**config.mk**
```make
export PLATFORM = sky130hd
export DESIGN_NAME = adc_cmd_front_end
export DESIGN_NICKNAME = d
export VERILOG_FILES = /design/src/rtl/adcfe_pkg.sv /design/src/rtl/adcfe_pin_sync.sv /design/src/rtl/adcfe_cmd_decode.sv /design/src/rtl/adcfe_result_tx.sv /design/src/rtl/adc_cmd_front_end.sv
export SDC_FILE = /design/constraint.sdc
export NUM_CORES = 1
export LEC_CHECK = 0
export ABC_AREA = 0
export BUFFER_PORTS_ARGS = -buffer_cell sky130_fd_sc_hd__buf_2
export CAP_MARGIN = 20
export CORE_MARGIN = 5
export CORE_UTILIZATION = 55
export DETAILED_ROUTE_END_ITERATION = 10
export GPL_TIMING_DRIVEN = 0
export PLACE_DENSITY = 0.76
export SLEW_MARGIN = 20
export SYNTH_ARGS = -nofsm -noshare
export SYNTH_HDL_FRONTEND = slang
export SYNTH_HIERARCHICAL = 1
export SYNTH_SLANG_ARGS = --single-unit
```
**constraint.sdc**
```tcl
create_clock -name clk -period 2 [get_ports clk]
set_input_delay 0.4 -clock clk [delete_from_list [all_inputs] [get_ports clk]]
set_output_delay 0.4 -clock clk [all_outputs]
set_load 0.05 [all_outputs]
```
**src/rtl/adcfe_pkg.sv**
```systemverilog
package adcfe_pkg;
  localparam int CMD_BITS = 8;
  localparam int ACQ_BITS = 3;
  localparam logic [1:0] EXT_CLK_MODE = 2'b11;

  typedef enum logic [1:0] {
    ST_HUNT,
    ST_CAPTURE,
    ST_RESULT
  } fe_state_t;

  typedef struct packed {
    logic [2:0] chan;
    logic       unipolar;
    logic       single_ended;
    logic [1:0] clk_mode;
  } cmd_fields_t;
endpackage

```
**src/rtl/adcfe_pin_sync.sv**
```systemverilog
module adcfe_pin_sync #(
  parameter int STAGES = 2
) (
  input  logic clk,
  input  logic rst_n,
  input  logic cs_n,
  input  logic sclk,
  input  logic din,
  output logic cs_active,
  output logic din_s,
  output logic sclk_rise,
  output logic sclk_fall
);
  logic [STAGES-1:0] cs_p, sclk_p, din_p;
  logic sclk_last;

  always_ff @(posedge clk or negedge rst_n) begin
    if (!rst_n) begin
      cs_p      <= '1;
      sclk_p    <= '0;
      din_p     <= '0;
      sclk_last <= 1'b0;
    end else begin
      cs_p      <= {cs_p[STAGES-2:0], cs_n};
      sclk_p    <= {sclk_p[STAGES-2:0], sclk};
      din_p     <= {din_p[STAGES-2:0], din};
      sclk_last <= sclk_p[STAGES-1];
    end
  end

  assign cs_active = ~cs_p[STAGES-1];
  assign din_s     = din_p[STAGES-1];
  assign sclk_rise = cs_active &  sclk_p[STAGES-1] & ~sclk_last;
  assign sclk_fall = cs_active & ~sclk_p[STAGES-1] &  sclk_last;
endmodule

```
**src/rtl/adcfe_cmd_decode.sv**
```systemverilog
module adcfe_cmd_decode
  import adcfe_pkg::*;
(
  input  logic        clk,
  input  logic        rst_n,
  input  logic        cs_active,
  input  logic        din_s,
  input  logic        sclk_rise,
  input  logic        frame_done,
  output cmd_fields_t fields,
  output logic        byte_valid,
  output logic        start_tx,
  output logic        acquire
);
  localparam int CW = $clog2(CMD_BITS + 1);

  fe_state_t state;
  logic [CW-1:0] cnt;
  logic [CMD_BITS-1:0] shreg, next_byte;
  cmd_fields_t next_fields;

  assign next_byte = {shreg[CMD_BITS-2:0], din_s};
  assign next_fields = '{chan: next_byte[6:4], unipolar: next_byte[3],
                         single_ended: next_byte[2], clk_mode: next_byte[1:0]};

  always_ff @(posedge clk or negedge rst_n) begin
    if (!rst_n) begin
      state      <= ST_HUNT;
      cnt        <= '0;
      shreg      <= '0;
      fields     <= '0;
      byte_valid <= 1'b0;
      start_tx   <= 1'b0;
    end else begin
      byte_valid <= 1'b0;
      start_tx   <= 1'b0;
      if (!cs_active) begin
        state <= ST_HUNT;
        cnt   <= '0;
      end else begin
        case (state)
          ST_HUNT: if (sclk_rise && din_s) begin
            shreg <= {{(CMD_BITS-1){1'b0}}, 1'b1};
            cnt   <= CW'(1);
            state <= ST_CAPTURE;
          end
          ST_CAPTURE: if (sclk_rise) begin
            shreg <= next_byte;
            cnt   <= cnt + CW'(1);
            if (cnt == CW'(CMD_BITS - 1)) begin
              fields     <= next_fields;
              byte_valid <= 1'b1;
              cnt        <= '0;
              if (next_fields.clk_mode == EXT_CLK_MODE) begin
                start_tx <= 1'b1;
                state    <= ST_RESULT;
              end else begin
                state <= ST_HUNT;
              end
            end
          end
          ST_RESULT: if (frame_done) state <= ST_HUNT;
          default: state <= ST_HUNT;
        endcase
      end
    end
  end

  assign acquire = (state == ST_CAPTURE) && (cnt >= CW'(CMD_BITS - ACQ_BITS));


  valid_pulse_chk: assert property (@(posedge clk) disable iff (!rst_n)
    byte_valid |=> !byte_valid);

  acq_before_valid_chk: assert property (@(posedge clk) disable iff (!rst_n)
    byte_valid |-> $past(acquire));

  abort_quiet_chk: assert property (@(posedge clk) disable iff (!rst_n)
    !cs_active |=> (!acquire && !byte_valid));
endmodule

```
**src/rtl/adcfe_result_tx.sv**
```systemverilog
module adcfe_result_tx #(
  parameter int RES_W = 12,
  parameter int LEAD  = 1,
  parameter int FRAME = 16
) (
  input  logic             clk,
  input  logic             rst_n,
  input  logic             cs_active,
  input  logic             sclk_fall,
  input  logic             start,
  input  logic             unipolar,
  input  logic             conv_done,
  input  logic [RES_W-1:0] sample,
  output logic             dout,
  output logic             frame_done
);
  localparam int FW = $clog2(FRAME + 1);

  logic [RES_W-1:0] hold, formatted, sh;
  logic [FW-1:0] fcnt;
  logic armed;

  always_ff @(posedge clk or negedge rst_n) begin
    if (!rst_n) hold <= '0;
    else if (conv_done) hold <= sample;
  end

  assign formatted = unipolar ? hold : {~hold[RES_W-1], hold[RES_W-2:0]};

  always_ff @(posedge clk or negedge rst_n) begin
    if (!rst_n) begin
      armed      <= 1'b0;
      fcnt       <= '0;
      sh         <= '0;
      dout       <= 1'b0;
      frame_done <= 1'b0;
    end else begin
      frame_done <= 1'b0;
      if (!cs_active) begin
        armed <= 1'b0;
        fcnt  <= '0;
        dout  <= 1'b0;
      end else if (start) begin
        armed <= 1'b1;
        fcnt  <= '0;
        dout  <= 1'b0;
      end else if (armed && sclk_fall) begin
        fcnt <= fcnt + FW'(1);
        if (fcnt < FW'(LEAD)) begin
          dout <= 1'b0;
          if (fcnt == FW'(LEAD - 1)) sh <= formatted;
        end else if (fcnt < FW'(LEAD + RES_W)) begin
          dout <= sh[RES_W-1];
          sh   <= {sh[RES_W-2:0], 1'b0};
        end else begin
          dout <= 1'b0;
        end
        if (fcnt == FW'(FRAME - 1)) begin
          armed      <= 1'b0;
          frame_done <= 1'b1;
        end
      end
    end
  end


  cs_high_dout_low_chk: assert property (@(posedge clk) disable iff (!rst_n)
    !cs_active |=> !dout);

  dout_in_frame_chk: assert property (@(posedge clk) disable iff (!rst_n)
    dout |-> armed);
endmodule

```
**src/rtl/adc_cmd_front_end.sv**
```systemverilog
module adc_cmd_front_end
  import adcfe_pkg::*;
#(
  parameter int SYNC_STAGES = 2,
  parameter int RES_W       = 12
) (
  input  logic             clk,
  input  logic             rst_n,
  input  logic             cs_n,
  input  logic             sclk,
  input  logic             din,
  input  logic             conv_done,
  input  logic [RES_W-1:0] sample_data,
  output logic             dout,
  output logic             byte_valid,
  output logic [2:0]       chan,
  output logic             unipolar,
  output logic             single_ended,
  output logic [1:0]       clk_mode,
  output logic             acquire
);
  localparam int LEAD_ZEROS = 1;
  localparam int FRAME_LEN  = 2 * CMD_BITS;

  logic cs_active, din_s, sclk_rise, sclk_fall, start_tx, frame_done;
  cmd_fields_t fields;

  adcfe_pin_sync #(.STAGES(SYNC_STAGES)) u_sync (
    .clk(clk), .rst_n(rst_n), .cs_n(cs_n), .sclk(sclk), .din(din),
    .cs_active(cs_active), .din_s(din_s),
    .sclk_rise(sclk_rise), .sclk_fall(sclk_fall)
  );

  adcfe_cmd_decode u_dec (
    .clk(clk), .rst_n(rst_n), .cs_active(cs_active), .din_s(din_s),
    .sclk_rise(sclk_rise), .frame_done(frame_done), .fields(fields),
    .byte_valid(byte_valid), .start_tx(start_tx), .acquire(acquire)
  );

  adcfe_result_tx #(.RES_W(RES_W), .LEAD(LEAD_ZEROS), .FRAME(FRAME_LEN)) u_tx (
    .clk(clk), .rst_n(rst_n), .cs_active(cs_active), .sclk_fall(sclk_fall),
    .start(start_tx), .unipolar(fields.unipolar), .conv_done(conv_done),
    .sample(sample_data), .dout(dout), .frame_done(frame_done)
  );

  assign chan         = fields.chan;
  assign unipolar     = fields.unipolar;
  assign single_ended = fields.single_ended;
  assign clk_mode     = fields.clk_mode;
endmodule

```
After elaboration in Yosys (flattened, before gate mapping)
Index checks and enable logic that the tools add are counted.
{"block": "word_totals", "register_bits": 60, "latchBits": 0, "ram_bits": 0, "mem_bits_ro": 0, "output_inout_bits": 10, "elab_cells": 105, "n_memories": 0}
{"block": "classes", "addsub": 2, "multipliers": 0, "div_mod_pow": 0, "magnitude_cmp": 3, "n_eq_ne": 12, "n_shift": 0, "n_mux": 44, "bitwise": 9, "n_reduce_logical": 16}
{"operator": "12-bit two-way mux", "count": 4}
{"operator": "1-bit two-way mux", "count": 22}
{"operator": "4-bit two-way mux", "count": 4}
{"operator": "5-bit two-way mux", "count": 3}
{"operator": "2-bit two-way mux", "count": 6}
{"operator": "6-bit two-way mux", "count": 2}
{"operator": "3-bit by 2-bit inequality test with 1-bit output (second input constant)", "count": 4}
{"operator": "6-bit one-hot mux with 2 select lines", "count": 1}
{"operator": "4-bit AND reduction", "count": 3}
{"operator": "3-bit nonzero test", "count": 3}
{"operator": "4-bit one-hot mux with 2 select lines", "count": 1}
{"operator": "2-bit one-hot mux with 3 select lines", "count": 1}
{"operator": "5-bit by 1-bit adder with 5-bit output (second input constant)", "count": 1}
{"operator": "5-bit by 4-bit == test with 1-bit output (second input constant)", "count": 1}
{"operator": "5-bit logical NOT", "count": 1}
{"operator": "5-bit by 1-bit less-than comparator with 1-bit output (second input constant)", "count": 1}
{"operator": "5-bit by 4-bit less-than comparator with 1-bit output (second input constant)", "count": 1}
{"operator": "1-bit inverter", "count": 5}
{"operator": "5-bit AND reduction", "count": 1}
{"operator": "4-bit by 1-bit adder with 4-bit output (second input constant)", "count": 1}
{"operator": "1-bit AND", "count": 4}
{"operator": "2-bit == test (second input constant)", "count": 2}
{"operator": "4-bit by 3-bit == test with 1-bit output (second input constant)", "count": 1}
{"operator": "4-bit by 3-bit greater-or-equal comparator with 1-bit output (second input constant)", "count": 1}
{"operator": "other kinds (8)", "count": 12}

Logic depth before layout (Yosys ltp)
{"block": "logic_depth", "depth_word": 7, "depth_mapped": 6}

By module
Netlist, hierarchy kept.
{"module": "adcfe_result_tx", "instances": 1, "cells_each": 111, "area_each_um2": 1501.4, "seq_area_each_um2": 800.8}
{"module": "adcfe_cmd_decode", "instances": 1, "cells_each": 77, "area_each_um2": 967.2, "seq_area_each_um2": 525.5}
{"module": "adcfe_pin_sync", "instances": 1, "cells_each": 10, "area_each_um2": 196.4, "seq_area_each_um2": 177.7}

Least setup slack after synthesis
No wires, ideal clock.
{"block": "synth_timing", "kind": "reg2reg", "from": "register u_tx.fcnt[1]", "to": "register u_tx.sh[10]", "t_arrival_ps": 1744, "required_ps": 1875, "path_slack_ps": 131, "path_stages_with_launch": 6, "path_buffers": 1, "period_less_slack_ps": 1869, "cell_sequence": "dfrtp_1 or2_1 or4_4 o211a_1 buf_6 mux2_4"}
{"block": "synth_via", "elab_chain_len": 3, "word_cells_on_any_way": 7}
{"item": "from (decl)", "line": "adcfe_result_tx.sv:20", "text": "logic [FW-1:0] fcnt;"}
{"item": "from (signal assigned)", "line": "adcfe_result_tx.sv:48", "text": "fcnt <= fcnt + FW'(1);"}
{"item": "5-bit by 1-bit less-than comparator with 1-bit output, or another cell as far along", "line": "adcfe_result_tx.sv:49", "text": "if (fcnt < FW'(LEAD)) begin"}
{"item": "2-bit inequality test (no line) / 2-bit nonzero test (equally long branches)"}
{"item": "5-bit AND reduction (no line)"}
{"item": "to (signal assigned)", "line": "adcfe_result_tx.sv:51", "text": "if (fcnt == FW'(LEAD - 1)) sh <= formatted;"}
{"item": "to (signal assigned)", "line": "adcfe_result_tx.sv:54", "text": "sh <= {sh[RES_W-2:0], 1'b0};"}
{"item": "to (decl)", "line": "adcfe_result_tx.sv:19", "text": "logic [RES_W-1:0] hold, formatted, sh;"}
Parallel ways exist; a longest one is shown, timed or not.
A chain may end at the register's enable or synchronous reset.

Worst setup path in the final report
{"block": "layout_timing", "from": "register u_tx.fcnt[1]", "to": "register u_tx.sh[9]"}
Same word-level chain as after synthesis.

==> results.txt <==
After synthesis the netlist holds a flip-flop and latch count of 60. The global-route wire length before repair is roughly 7600 um. The mapped netlist covers about 2700 sq um.

The post-synthesis cell type count came out at 42. The number of rows created at floorplan is 25. The area added between synthesis and finish is 19.5%. The critical path is of the reg -> reg type. The total number of nets in the final design is around 260. The initial utilization of the core area, before any placement, comes to approximately 56%.

The total detailed-routing wirelength came out at 4470 um. In this run the worst path has a maximum fanout of 10. The number of antenna diodes in the final layout is 0.

The clock-pin slew on the worst setup and hold paths is around 70 ps. The die covers approximately 6300 sq um. The cell depth of the worst flop-to-flop path came out at 5. For this run, the number of Yosys warnings is 6. At the worst endpoint, the arrival time is about 2200 ps.

The worst register-to-register path begins at u_tx/fcnt[1]$_DFFE_PN0P_. In this run the critical register-to-register path is captured at u_tx/sh[9]$_DFFE_PN0P_. The required arrival time at the worst endpoint is between 2000 and 2500 ps. The worst path buffer plus inverter count is 1. The share of synthesized registers carrying an async set or reset came out at 100%.

The share of the clock period used by the worst path after layout came out at 98.3%. The per-cell via count in the routed design came out at approximately 5.2. The CTS H-tree depth came out at 3. For this run the aggregate overflow at the end of global routing stands at 0. The first TritonRoute pass finished after 4 iterations. The largest vdd supply drop is between 0.7 and 0.8 mV.

In this design, the stage delay of the slowest critical-path cell is 440 ps. The number of violations reported at the end of detailed-routing iteration 0 came out at 44. The detailed-route wire length per cell is approximately 14 um.

The number of antenna violations at the first check in global routing is 0. The congestion estimate from routability-driven global placement came to ~0.79. The count of nets left with antenna violations after detail routing is 0. The number of buffers added on ports is 27.

The leakage component of the power is roughly 1.5 nW. The number of global-route vias before repair was approximately 1600. CTS placed an instance of sky130_fd_sc_hd__clkbuf_8 at the clock tree root. The count of clock tree sinks came out at 60.

The flow ran to the end, and the final reports show no timing, DRC or antenna violations. The instance count of the mapped netlist came out at about 200. The final number of hold-violating endpoints came out at 0. Summed over all nets, the half-perimeter wirelength after detailed placement is slightly below 3000 um. The total number of vias is 1629.

Dividing the synthesized area by the synthesized cell count gives 13.5 sq um. The synthesized net count came out at 222. The share of post-route cells with drive strength above 1 is between 40% and 50%.

Sequential cells were found to cover 56.4% of the synthesized design area. STA classifies the critical path startpoint as a register. The shortest clock period the worst path allows after layout came out at 1970 ps.

The number of buffers on the longest clock path is 2. The count of max-cap constraint violations came out at 0. The relative max-transition margin came out at around 52%.

The class of the worst hold path is in -> async. Traced cell by cell, the critical path runs through or2_4 -> or4_4 -> o211a_4 -> buf_8 -> mux2_4. Ranked by total cell area, the synthesized netlist is headed by sky130_fd_sc_hd__dfrtp_1, sky130_fd_sc_hd__mux2_2, sky130_fd_sc_hd__mux2_4. The CTS tree is done. The count of pins over their slew limit came to 0.

The overall routing resource usage is roughly 16%. The count of cell instances traversed by the critical path came out at 5. The maximum number of pins on one net before global-route repair is just over 60. Setup violations remaining at the end of the flow were counted as 0.

The clock buffer count from CTS is 9. Pin placement for this block handled 28 I/O pins. Among all stages on the critical path, the largest delay is contributed by sky130_fd_sc_hd__or4_4. The post-route worst hold slack is around 110 ps.

The placed instances occupy a cell area of slightly below 3000 sq um. The number of enable-type register cells in the synthesized netlist came out at 0. Among cell families on the critical path, the largest total delay comes from simple AND/OR/NAND/NOR gates. The worst-case register-to-register setup slack came out at approximately 34 ps. The synthesized design spends more area on one cell type than any other, namely sky130_fd_sc_hd__dfrtp_1. STA classifies the critical path endpoint as a register. For this run, the number of standard cells in the final layout without fillers is about 310. The total power density per cell area came out at between 800 and 900 nW/um^2.

The final design area excluding fillers came out at about 3200 sq um. In the synthesized netlist the dominant register cell turns out to be sky130_fd_sc_hd__dfrtp_1. The peak clock frequency supported by timing is ~0.51 GHz. The actual slew at the worst max-slew pin is 723 ps. The die boundary width is approximately 80 um. The top cell type's share of synthesized area came out at between 50% and 60%. The total placed cells including tap cells is approximately 300. The die extent in y came out at 79.6 um. The clock tree skew after final layout is approximately 8.5 ps. The post-route DRC violation count is 0.

The placeable core region is 4720 sq um. The later-pin clock latency in the skew report is 340 ps.
-- registers in the layout, indices dropped and copies added (netlist names), 2 cells and up --
signal,cells
u_tx/sh,12
u_dec/fields,7
u_dec/state,2
u_tx/hold,12
u_sync/cs_p,2
u_dec/cnt,4
u_tx/fcnt,5
u_sync/din_p,2
u_dec/shreg,6
u_sync/sclk_p,2
-- cells in the mapped netlist (all sizes together), types with 3 or more instances --
cell type and instances:
a21oi 5, a22o 5, a31oi 3, and2 3, buf 5, dfrtp 58
ha 6, inv 10, mux2 41, nand2 9, nor2 6, nor2b 4
o21ai 7
-- metrics by stage --
stage          setup TNS [ps]  power, W  utilization, %  worst slack, ps
2_1_floorplan               0   0.00136               -              131
3_3_place_gp             -142   0.00141            61.1            -23.7
3_5_place_dp             -185   0.00142            61.1            -24.0
4_1_cts                     0   0.00271            66.2             6.36
5_1_grt                 -28.9   0.00279            67.4            -9.56
6_report                    0   0.00268            67.4             33.9
-- worst max path at each step --
stage                                   startpoint                      end  slack (ps)
after floorplan           u_tx/fcnt[1]$_DFFE_PN0P_  u_tx/sh[10]$_DFFE_PN0P_         130
after global placement    u_tx/fcnt[0]$_DFFE_PN0P_  u_tx/sh[11]$_DFFE_PN0P_         -20
after detailed placement  u_tx/fcnt[0]$_DFFE_PN0P_   u_tx/sh[9]$_DFFE_PN0P_         -20
after CTS                 u_tx/fcnt[0]$_DFFE_PN0P_  u_tx/sh[11]$_DFFE_PN0P_           6
after global routing      u_tx/fcnt[1]$_DFFE_PN0P_   u_tx/sh[3]$_DFFE_PN0P_         -10
final                     u_tx/fcnt[1]$_DFFE_PN0P_   u_tx/sh[9]$_DFFE_PN0P_          30
-- power by group --
group	internal, W	leakage, nW	switching (W)
clock network	0.000824	0.117	0.000462
registers	0.00125	0.785	0.0000267
logic	0.0000606	0.608	0.0000549
-- area by class of cell --
type | count | area (sq um)
plain buffers | 6 | 52.6
clock buffers | 11 | 131
clock inverters | 5 | 100
fillers | 356 | 1540
inverters | 10 | 37.5
multi-input cells | 122 | 1100
flip-flops and latches | 60 | 1510
well taps | 67 | 83.8
repair buffers | 31 | 170
-- layout by cell type, fill, tap and decap left out, types with 2 or more instances in the layout --
cell,instances
sky130_fd_sc_hd__buf_4,7
sky130_fd_sc_hd__a31oi_1,3
sky130_fd_sc_hd__dfrtp_1,56
sky130_fd_sc_hd__nand2_1,9
sky130_fd_sc_hd__clkinv_2,2
sky130_fd_sc_hd__o21ai_0,6
sky130_fd_sc_hd__nor3b_2,2
sky130_fd_sc_hd__clkbuf_1,3
sky130_fd_sc_hd__xor2_1,2
sky130_fd_sc_hd__inv_1,10
sky130_fd_sc_hd__nand2b_1,2
sky130_fd_sc_hd__dfstp_2,2
sky130_fd_sc_hd__and3b_1,2
sky130_fd_sc_hd__mux2_2,24
sky130_fd_sc_hd__buf_2,25
sky130_fd_sc_hd__clkbuf_8,9
sky130_fd_sc_hd__nor2_1,6
sky130_fd_sc_hd__ha_1,6
sky130_fd_sc_hd__and2_1,2
sky130_fd_sc_hd__xnor2_1,2
sky130_fd_sc_hd__bufinv_16,3
sky130_fd_sc_hd__and3_1,2
sky130_fd_sc_hd__nand4_1,2
sky130_fd_sc_hd__buf_6,2
sky130_fd_sc_hd__o21a_1,2
sky130_fd_sc_hd__nand3_1,2
sky130_fd_sc_hd__nor2b_1,4
sky130_fd_sc_hd__a22o_1,5
sky130_fd_sc_hd__mux2_4,17
sky130_fd_sc_hd__a21oi_1,5
sky130_fd_sc_hd__dfrtp_2,2
-- timing repair --
action	in CTS	in global routing
buffers inserted	0	4
endpoints found under the setup margin	17	11
hold buffers	0	0
resized for setup	2	9
-- per-layer routing --
metal	up-vias	global-route usage, %	share of wire [%]
met5	-	0	0
met4	0	9.79	2.2
met3	8	3.39	3.5
met2	31	22.3	46
met1	805	22.0	49
li1	785	-	-
-- cells by family after synthesis --
family,synth area share (%)
DFF,56.4
adders and majority gates,2.82
and+or+nand+nor,10.2
AOI/OAI and AO/OA,6.38
buffers and inverters,3.15
xor gates and xnor gates,1.31
muxes,19.7
(Power assumes the default switching activity.)
